==> config.mk <==
export PLATFORM = sky130hd
export DESIGN_NAME = sys_ctrl_regs
export DESIGN_NICKNAME = d
export VERILOG_FILES = /design/src/rtl/scr_pkg.sv /design/src/rtl/scr_decode.sv /design/src/rtl/scr_wait_ctl.sv /design/src/rtl/sys_ctrl_regs.sv
export SDC_FILE = /design/constraint.sdc
export NUM_CORES = 1
export LEC_CHECK = 0
export ABC_AREA = 1
export CORE_ASPECT_RATIO = 1.5
export CORE_MARGIN = 8
export CORE_UTILIZATION = 58
export DETAILED_ROUTE_END_ITERATION = 10
export DONT_BUFFER_PORTS = 1
export GPL_TIMING_DRIVEN = 0
export HOLD_SLACK_MARGIN = 0.05
export PLACE_DENSITY = 0.74
export SLEW_MARGIN = 20
export SYNTH_ARGS = -nofsm -noshare
export SYNTH_HDL_FRONTEND = slang
export SYNTH_HIERARCHICAL = 1
export SYNTH_SLANG_ARGS = --single-unit
export TNS_END_PERCENT = 30
==> constraint.sdc <==
create_clock -name clk_i -period 0.9 [get_ports clk_i]
set_input_delay 0.27 -clock clk_i [delete_from_list [all_inputs] [get_ports clk_i]]
set_output_delay 0.27 -clock clk_i [all_outputs]
set_load 0.02 [all_outputs]
==> src/rtl/scr_pkg.sv <==
package scr_pkg;
  localparam int AW     = 12;
  localparam int DW     = 32;
  localparam int NCORE  = 2;
  localparam int IDXW   = 4;
  localparam int SWR_BIT = 9;

  localparam logic [AW-1:0] OFF_DBG_STAT  = 12'h000;
  localparam logic [AW-1:0] OFF_DBG_SET   = 12'h004;
  localparam logic [AW-1:0] OFF_DBG_CLR   = 12'h008;
  localparam logic [AW-1:0] OFF_CLK_DIV   = 12'h014;
  localparam logic [AW-1:0] OFF_CLK_FORCE = 12'h018;
  localparam logic [AW-1:0] OFF_RST_CAUSE = 12'h100;
  localparam logic [AW-1:0] OFF_RST_MASK  = 12'h104;
  localparam logic [AW-1:0] OFF_SW_RST    = 12'h108;
  localparam logic [AW-1:0] OFF_CPU_WAIT  = 12'h10C;
  localparam logic [AW-1:0] OFF_VEC0      = 12'h110;
  localparam logic [AW-1:0] OFF_VEC1      = 12'h114;
  localparam logic [AW-1:0] OFF_NMI_EN    = 12'h11C;
  localparam logic [AW-1:0] OFF_PD_SYS    = 12'h200;
  localparam logic [AW-1:0] OFF_PD_SRAM   = 12'h20C;
  localparam logic [AW-1:0] OFF_ID        = 12'hFD0;

  typedef enum logic [4:0] {
    S_NONE, S_HIDDEN, S_DBG_STAT, S_DBG_SET, S_DBG_CLR, S_CLK_DIV,
    S_CLK_FORCE, S_RST_CAUSE, S_RST_MASK, S_SW_RST, S_CPU_WAIT,
    S_VEC0, S_VEC1, S_NMI_EN, S_PD_SYS, S_PD_SRAM, S_ID
  } sel_e;

  function automatic logic [DW-1:0] id_word(input logic [IDXW-1:0] i);
    case (i)
      4'd0:  id_word = 32'h04;
      4'd4:  id_word = 32'h54;
      4'd5:  id_word = 32'hB8;
      4'd6:  id_word = 32'h0B;
      4'd8:  id_word = 32'h0D;
      4'd9:  id_word = 32'hF0;
      4'd10: id_word = 32'h05;
      4'd11: id_word = 32'hB1;
      default: id_word = 32'h00;
    endcase
  endfunction
endpackage

==> src/rtl/scr_decode.sv <==
module scr_decode
  import scr_pkg::*;
#(
  parameter int N_SRAM = 4
) (
  input  logic [AW-1:0]   addr_i,
  input  logic            ext_i,
  output sel_e            sel_o,
  output logic [IDXW-1:0] idx_o
);
  logic [AW-1:0] wa;
  assign wa = addr_i & ~AW'(3);

  always_comb begin
    sel_o = S_NONE;
    idx_o = '0;
    case (wa)
      OFF_DBG_STAT:  sel_o = S_DBG_STAT;
      OFF_DBG_SET:   sel_o = S_DBG_SET;
      OFF_DBG_CLR:   sel_o = S_DBG_CLR;
      OFF_CLK_DIV:   sel_o = ext_i ? S_CLK_DIV   : S_HIDDEN;
      OFF_CLK_FORCE: sel_o = ext_i ? S_CLK_FORCE : S_HIDDEN;
      OFF_RST_CAUSE: sel_o = S_RST_CAUSE;
      OFF_RST_MASK:  sel_o = S_RST_MASK;
      OFF_SW_RST:    sel_o = S_SW_RST;
      OFF_CPU_WAIT:  sel_o = S_CPU_WAIT;
      OFF_VEC0:      sel_o = S_VEC0;
      OFF_VEC1:      sel_o = ext_i ? S_VEC1   : S_HIDDEN;
      OFF_NMI_EN:    sel_o = ext_i ? S_NMI_EN : S_HIDDEN;
      OFF_PD_SYS:    sel_o = ext_i ? S_PD_SYS : S_HIDDEN;
      default: ;
    endcase
    for (int i = 0; i < N_SRAM; i++) begin
      if (wa == OFF_PD_SRAM + AW'(4 * i)) begin
        sel_o = ext_i ? S_PD_SRAM : S_HIDDEN;
        idx_o = IDXW'(i);
      end
    end
    if (wa >= OFF_ID) begin
      sel_o = S_ID;
      idx_o = IDXW'((wa - OFF_ID) >> 2);
    end
  end
endmodule

==> src/rtl/scr_wait_ctl.sv <==
module scr_wait_ctl #(
  parameter int           N   = 2,
  parameter logic [N-1:0] RST = '0
) (
  input  logic         clk_i,
  input  logic         rst_ni,
  input  logic         wr_i,
  input  logic [N-1:0] wdata_i,
  output logic [N-1:0] wait_o,
  output logic [N-1:0] rel_o
);
  logic [N-1:0] wait_q, rel_q;

  for (genvar g = 0; g < N; g++) begin : g_core
    always_ff @(posedge clk_i or negedge rst_ni) begin
      if (!rst_ni) begin
        wait_q[g] <= RST[g];
        rel_q[g]  <= 1'b0;
      end else begin
        rel_q[g] <= wr_i & wait_q[g] & ~wdata_i[g];
        if (wr_i) wait_q[g] <= wdata_i[g];
      end
    end

    // a release follows a 1->0 fall of that core's wait bit
    a_r5_rel_after_fall: assert property (@(posedge clk_i) disable iff (!rst_ni)
      rel_q[g] |-> (!wait_q[g] && $past(wait_q[g])));
    a_r5_rel_one_cycle: assert property (@(posedge clk_i) disable iff (!rst_ni)
      rel_q[g] |=> !rel_q[g]);
  end

  assign wait_o = wait_q;
  assign rel_o  = rel_q;
endmodule

==> src/rtl/sys_ctrl_regs.sv <==
module sys_ctrl_regs
  import scr_pkg::*;
#(
  parameter logic [31:0]    VERSION      = 32'h2000_0000,
  parameter int             N_SRAM       = 4,
  parameter logic [NCORE-1:0] CPU_WAIT_RST = '0,
  parameter logic [DW-1:0]  VEC0_RST     = 32'h1000_0000,
  parameter logic [DW-1:0]  VEC1_RST     = 32'h1000_0000
) (
  input  logic             clk_i,
  input  logic             rst_ni,
  input  logic             req_i,
  input  logic             we_i,
  input  logic [AW-1:0]    addr_i,
  input  logic [DW-1:0]    wdata_i,
  input  logic [DW/8-1:0]  be_i,
  output logic [DW-1:0]    rdata_o,
  output logic             err_o,
  output logic [DW-1:0]    vec0_o,
  output logic [DW-1:0]    vec1_o,
  output logic [DW-1:0]    clk_div_o,
  output logic [DW-1:0]    clk_force_o,
  output logic [NCORE-1:0] core_wait_o,
  output logic [NCORE-1:0] core_rel_o,
  output logic             sw_rst_req_o
);
  localparam logic EXT  = (VERSION[31:28] == 4'h2);
  localparam int   SIW  = (N_SRAM > 1) ? $clog2(N_SRAM) : 1;
  localparam int   NB   = DW / 8;

  sel_e            sel;
  logic [IDXW-1:0] idx;
  logic [DW-1:0]   wval, rd_val;
  logic            wr, rd, err_d;

  logic [DW-1:0] dbg_q, clk_div_q, clk_force_q, rst_cause_q, rst_mask_q;
  logic [DW-1:0] vec0_q, vec1_q, nmi_q, pd_sys_q, rdata_q;
  logic [DW-1:0] pd_sram_q [N_SRAM];
  logic          sw_rst_q, err_q;

  scr_decode #(.N_SRAM(N_SRAM)) u_dec (
    .addr_i(addr_i), .ext_i(EXT), .sel_o(sel), .idx_o(idx)
  );

  // unselected lanes are written as zero
  for (genvar b = 0; b < NB; b++) begin : g_lane
    assign wval[8*b +: 8] = be_i[b] ? wdata_i[8*b +: 8] : 8'h00;
  end

  assign wr = req_i & we_i;
  assign rd = req_i & ~we_i;

  scr_wait_ctl #(.N(NCORE), .RST(CPU_WAIT_RST)) u_wait (
    .clk_i(clk_i), .rst_ni(rst_ni),
    .wr_i(wr && sel == S_CPU_WAIT), .wdata_i(wval[NCORE-1:0]),
    .wait_o(core_wait_o), .rel_o(core_rel_o)
  );

  always_comb begin
    case (sel)
      S_DBG_STAT:  rd_val = dbg_q;
      S_CLK_DIV:   rd_val = clk_div_q;
      S_CLK_FORCE: rd_val = clk_force_q;
      S_RST_CAUSE: rd_val = rst_cause_q;
      S_RST_MASK:  rd_val = rst_mask_q;
      S_CPU_WAIT:  rd_val = DW'(core_wait_o);
      S_VEC0:      rd_val = vec0_q;
      S_VEC1:      rd_val = vec1_q;
      S_NMI_EN:    rd_val = nmi_q;
      S_PD_SYS:    rd_val = pd_sys_q;
      S_PD_SRAM:   rd_val = pd_sram_q[idx[SIW-1:0]];
      S_ID:        rd_val = id_word(idx);
      default:     rd_val = '0;
    endcase
  end

  always_comb begin
    case (sel)
      S_NONE:                         err_d = req_i;
      S_DBG_SET, S_DBG_CLR, S_SW_RST: err_d = rd;
      S_DBG_STAT, S_ID:               err_d = wr;
      default:                        err_d = 1'b0;
    endcase
  end

  always_ff @(posedge clk_i or negedge rst_ni) begin
    if (!rst_ni) begin
      dbg_q       <= '0;
      clk_div_q   <= '0;
      clk_force_q <= '0;
      rst_cause_q <= DW'(1);
      rst_mask_q  <= '0;
      vec0_q      <= VEC0_RST;
      vec1_q      <= VEC1_RST;
      nmi_q       <= '0;
      pd_sys_q    <= DW'(8'h7F);
      sw_rst_q    <= 1'b0;
      err_q       <= 1'b0;
      rdata_q     <= '0;
    end else begin
      sw_rst_q <= wr && (sel == S_SW_RST) && wval[SWR_BIT];
      err_q    <= err_d;
      if (rd) rdata_q <= rd_val;
      if (wr) begin
        case (sel)
          S_DBG_SET:   dbg_q       <= dbg_q | wval;
          S_DBG_CLR:   dbg_q       <= dbg_q & ~wval;
          S_CLK_DIV:   clk_div_q   <= wval;
          S_CLK_FORCE: clk_force_q <= wval;
          S_RST_CAUSE: rst_cause_q <= wval;
          S_RST_MASK:  rst_mask_q  <= wval;
          S_VEC0:      vec0_q      <= wval;
          S_VEC1:      vec1_q      <= wval;
          S_NMI_EN:    nmi_q       <= wval;
          S_PD_SYS:    pd_sys_q    <= wval;
          default: ;
        endcase
      end
    end
  end

  for (genvar s = 0; s < N_SRAM; s++) begin : g_sram
    always_ff @(posedge clk_i or negedge rst_ni) begin
      if (!rst_ni) pd_sram_q[s] <= '0;
      else if (wr && sel == S_PD_SRAM && idx == IDXW'(s)) pd_sram_q[s] <= wval;
    end
  end

  assign rdata_o      = rdata_q;
  assign err_o        = err_q;
  assign vec0_o       = vec0_q;
  assign vec1_o       = vec1_q;
  assign clk_div_o    = clk_div_q;
  assign clk_force_o  = clk_force_q;
  assign sw_rst_req_o = sw_rst_q;

  // a reset request needs a write to the reset word one cycle earlier
  a_r6_swrst_source: assert property (@(posedge clk_i) disable iff (!rst_ni)
    sw_rst_req_o |-> $past(wr && sel == S_SW_RST));
  // error only follows an access
  a_r11_err_after_access: assert property (@(posedge clk_i) disable iff (!rst_ni)
    err_o |-> $past(req_i));
  // cleared bits are gone after a clear write
  a_r4_clear_takes: assert property (@(posedge clk_i) disable iff (!rst_ni)
    (wr && sel == S_DBG_CLR) |=> ((dbg_q & $past(wval)) == '0));
  // writing the ID area raises the error flag
  a_r8_id_write_err: assert property (@(posedge clk_i) disable iff (!rst_ni)
    (wr && sel == S_ID) |=> err_o);
endmodule

==> results.json <==
{
  "maximum_fanout_along_the_worst_path": 10,
  "initial_cell_density_of_the_core_pct": 58.7,
  "global_route.usage.total_pct": 37.6,
  "cp_data_arrival_time_ns": 2.68,
  "layout.cells.non_filler": 3486,
  "grt_antenna_before_repair": 4,
  "core_region_area_mm2": 0.0359,
  "portBuffers": 0,
  "fin_crit_ns": 2.23,
  "kind_of_cell_adding_the_most_delay_to_the_critical_path": "simple AND/OR/NAND/NOR gates",
  "cts_buffers": 43,
  "timing.slew.headroom_pct": -48.8,
  "vdd_drop_max_v": 0.00165,
  "nets": 3034,
  "setup_viol_count_final": 810,
  "critical_path.n_buffers_inverters": 4,
  "cts_hold_buf": 35,
  "timing.hold.ws_ns": -0.583,
  "synthCells": 2767,
  "drt-total-wl_um": 89900,
  "rsz0062_at_grt": "true",
  "final_max_slew_viol_count": 395,
  "die_height_um": 250,
  "min-delay-path-class": "in2async",
  "ioPinCount": 218,
  "finalCritPeriodShare_pct": 248,
  "synth_edf_count": 0,
  "routed-via-count": 21800,
  "timing.critical_path.from_type": "primary input",
  "tritoncts": "done",
  "timing.setup.tns_ns": -606.39,
  "rows": 85,
  "grt_pass1_vias": 20500,
  "maxCapViolCount": 0,
  "finalClockSkew_ns": 0.0176,
  "layout_setup_ws_ns": -1.33,
  "skew_pair_late_insertion_delay_ns": 0.58,
  "cp_slowest_cell": "sky130_fd_sc_hd__nor3_2",
  "worst_ep_required_time_ns": 1.35,
  "via_per_inst": 6.24,
  "ant_nets": 0,
  "clock_slew_at_reported_path_ffs_ns": 0.07,
  "synth_area_per_cell_um2": 7.63,
  "powerDensity_mw_per_mm2": 1450,
  "timing_hold_violations_final": 448,
  "failed_checks": "hold timing, slew limit, setup timing",
  "worst_slew_pin_slew_ns": 2.23,
  "drc": 0,
  "ctsHtreeMaxLevel": 2,
  "yosys_warnings": 6,
  "seq_area_frac_synth_pct": 53.9,
  "gp_routability_congestion": 0.959,
  "cell_variety_after_synth": 30,
  "max_freq_mhz": 449,
  "run_status": "finished with violations",
  "cp_cell_sequence": "clkinv_16, ha_4, nand2_4, a211o_4, buf_4, nor2_2, nor3_2, nand3_4, buf_12, clkbuf_8, o21ai_0",
  "grt_max_degree": 455,
  "design.die.area_mm2": 0.0429,
  "synth.cell_area_mm2": 0.0211,
  "numClockSinks": 454,
  "worst-setup-path-type": "in2reg",
  "area.growth.synth_to_final_pct": 31.5,
  "die-width_um": 172,
  "synth.ff_latch_count": 454,
  "dp_hpwl_um": 52800,
  "root_buffer": "sky130_fd_sc_hd__clkbuf_16",
  "max-clock-path-buffers": 3,
  "timing.critical_path.slowest_cell_delay_ns": 0.77,
  "worst_setup_path_end_kind": "flip-flop",
  "drt_pass1_iterations": 8,
  "ys.flop_type": "sky130_fd_sc_hd__dfrtp_1",
  "post-place-cells": 3247,
  "synthArstFlopShare_pct": 100,
  "leakagePower_nw": 13.0,
  "routed_wire_length_per_instance_um": 25.8,
  "grt_first_pass_wirelength_um": 121000,
  "detailedRoute.firstIterationViolations": 2964,
  "drive_above_1_share_pct": 19.8,
  "n_fill_cell": 2491,
  "globalRoute.totalOverflow": 0
}
-- cell usage after synthesis (2+ instances only) --
cell type / n / area share (%)
sky130_fd_sc_hd__nand2_1: 1104 / 20
sky130_fd_sc_hd__dfstp_2: 10 / 1.2
sky130_fd_sc_hd__dfrtp_1: 444 / 53
sky130_fd_sc_hd__clkbuf_1: 158 / 2.8
sky130_fd_sc_hd__nor2_2: 8 / 0.24
sky130_fd_sc_hd__a21oi_2: 2 / 0.083
sky130_fd_sc_hd__nand2_2: 2 / 0.059
sky130_fd_sc_hd__nor2_1: 145 / 2.6
sky130_fd_sc_hd__nor2_4: 4 / 0.21
sky130_fd_sc_hd__clkinv_1: 3 / 0.053
sky130_fd_sc_hd__ha_1: 8 / 0.47
sky130_fd_sc_hd__a21oi_1: 32 / 0.76
sky130_fd_sc_hd__nand3_2: 3 / 0.14
sky130_fd_sc_hd__o21ai_1: 110 / 2.6
sky130_fd_sc_hd__nor3_1: 4 / 0.095
sky130_fd_sc_hd__inv_1: 174 / 3.1
sky130_fd_sc_hd__o21ai_0: 313 / 7.4
sky130_fd_sc_hd__nand3_1: 203 / 4.8
sky130_fd_sc_hd__nand4_1: 4 / 0.12
sky130_fd_sc_hd__inv_2: 6 / 0.11
sky130_fd_sc_hd__buf_1: 4 / 0.071
sky130_fd_sc_hd__buf_2: 18 / 0.43
-- metrics by stage --
step | util [%] | area [um2] | worst slack, ns | power, mW
after floorplan | - | 21600 | -1.36 | 21.5
after global placement | 61.8 | 22200 | -2.69 | 21.8
after detailed placement | 61.8 | 22200 | -2.69 | 21.8
after CTS | 72.2 | 26000 | -1.06 | 39.8
after global routing | 77.2 | 27700 | -1.47 | 40.9
final | 77.2 | 27700 | -1.33 | 40.2
-- power by group --
part | total [mW] | leakage [nW] | switching (mW) | internal (mW)
Sequential | 20.6 | 6.30 | 0.0776 | 20.5
Combinational | 1.33 | 6.03 | 0.974 | 0.360
Clock | 18.3 | 0.668 | 8.18 | 10.1
Total | 40.2 | 13.0 | 9.24 | 31.0
-- what timing repair did --
item / CTS / global route
setup endpoints to repair: 620 / 620
pin swaps: 67 / 49
gates resized for setup: 390 / 350
cloned: 11 / 26
buffers inserted: 62 / 31
hold endpoints to repair: 547 / 458
-- registers in the layout, indices dropped and copies added, names as in the netlist, named ones only --
signal	count
clk_div_o	32
clk_force_o	32
err_o	1
nmi_q	32
pd_sram_q	128
pd_sys_q	32
rdata_o	32
rst_cause_q	32
rst_mask_q	32
sw_rst_req_o	1
u_wait/rel_o	2
u_wait/wait_o	2
vec0_o	32
vec1_o	32
-- path summary, 6_finish.rpt --
| kind | start | to | slack (ns) | depth (start not counted) |
|---|---|---|---|---|
| setup / recovery | addr_i[5] | pd_sram_q[33] | -1.33 | 11 |
| hold / removal | rst_ni | asynchronous set/reset pin | -0.58 | 0 |
| setup reg to reg | clk_div_o[31] | rdata_o[31] | -0.63 | 6 |
| hold reg to reg | pd_sys_q[5] | pd_sys_q[5] | 0.47 | 2 |
| max in group asynchronous | rst_ni | clk_force_o[29] | -0.26 | 0 |
| min in group clk_i | be_i[0] | pd_sram_q[7] | -0.09 | 2 |
-- cell families (layout without fill, tap and decap cells) --
group	Yosys count	count (layout)	synth area share (%)
simple gates	1481	1490	28.1
compound gates	460	460	11.0
flops	454	454	53.9
buf+inv	363	592	6.56
fa+ha+maj	8	8	0.474
other cells	1	4	0.0178
-- per-layer routing --
layer | share of wire (%) | track usage [%]
met1 | 33 | 42.4
met2 | 45 | 59.6
met3 | 12 | 11.0
met4 | 9.7 | 27.2
met5 | 0.074 | 0
-- layout make-up --
cell class | instances | area (um2) | share of cell area (%)
sequential | 454 | 11400 | 41.0
multi-input combinational | 1961 | 9810 | 35.4
timing repair buffer | 154 | 1950 | 7.01
buffer | 176 | 1880 | 6.79
clock buffer | 68 | 1250 | 4.50
inverter | 183 | 764 | 2.75
tap | 478 | 598 | 2.16
clock inverter | 10 | 108 | 0.388
timing repair inverter | 1 | 8.76 | 0.0316
antenna | 1 | 2.50 | 0.00902
-- cell usage in the layout (no fill, tap or decap), types with 35 or more instances in the layout --
cell type,netlist,final
sky130_fd_sc_hd__inv_1,174,160
sky130_fd_sc_hd__buf_12,0,37
sky130_fd_sc_hd__nor2_1,145,119
sky130_fd_sc_hd__nand2_2,2,64
sky130_fd_sc_hd__nand2_4,1,35
sky130_fd_sc_hd__clkbuf_1,158,63
sky130_fd_sc_hd__dfrtp_1,444,444
sky130_fd_sc_hd__nand2_1,1104,1003
sky130_fd_sc_hd__o21ai_0,313,198
sky130_fd_sc_hd__clkbuf_8,0,38
sky130_fd_sc_hd__clkbuf_16,0,71
sky130_fd_sc_hd__o21ai_2,0,40
sky130_fd_sc_hd__o21ai_1,110,184
sky130_fd_sc_hd__nand3_1,203,173
sky130_fd_sc_hd__buf_4,0,73
sky130_fd_sc_hd__dlygate4sd3_1,0,35
Power figures use the tool's default switching activity.
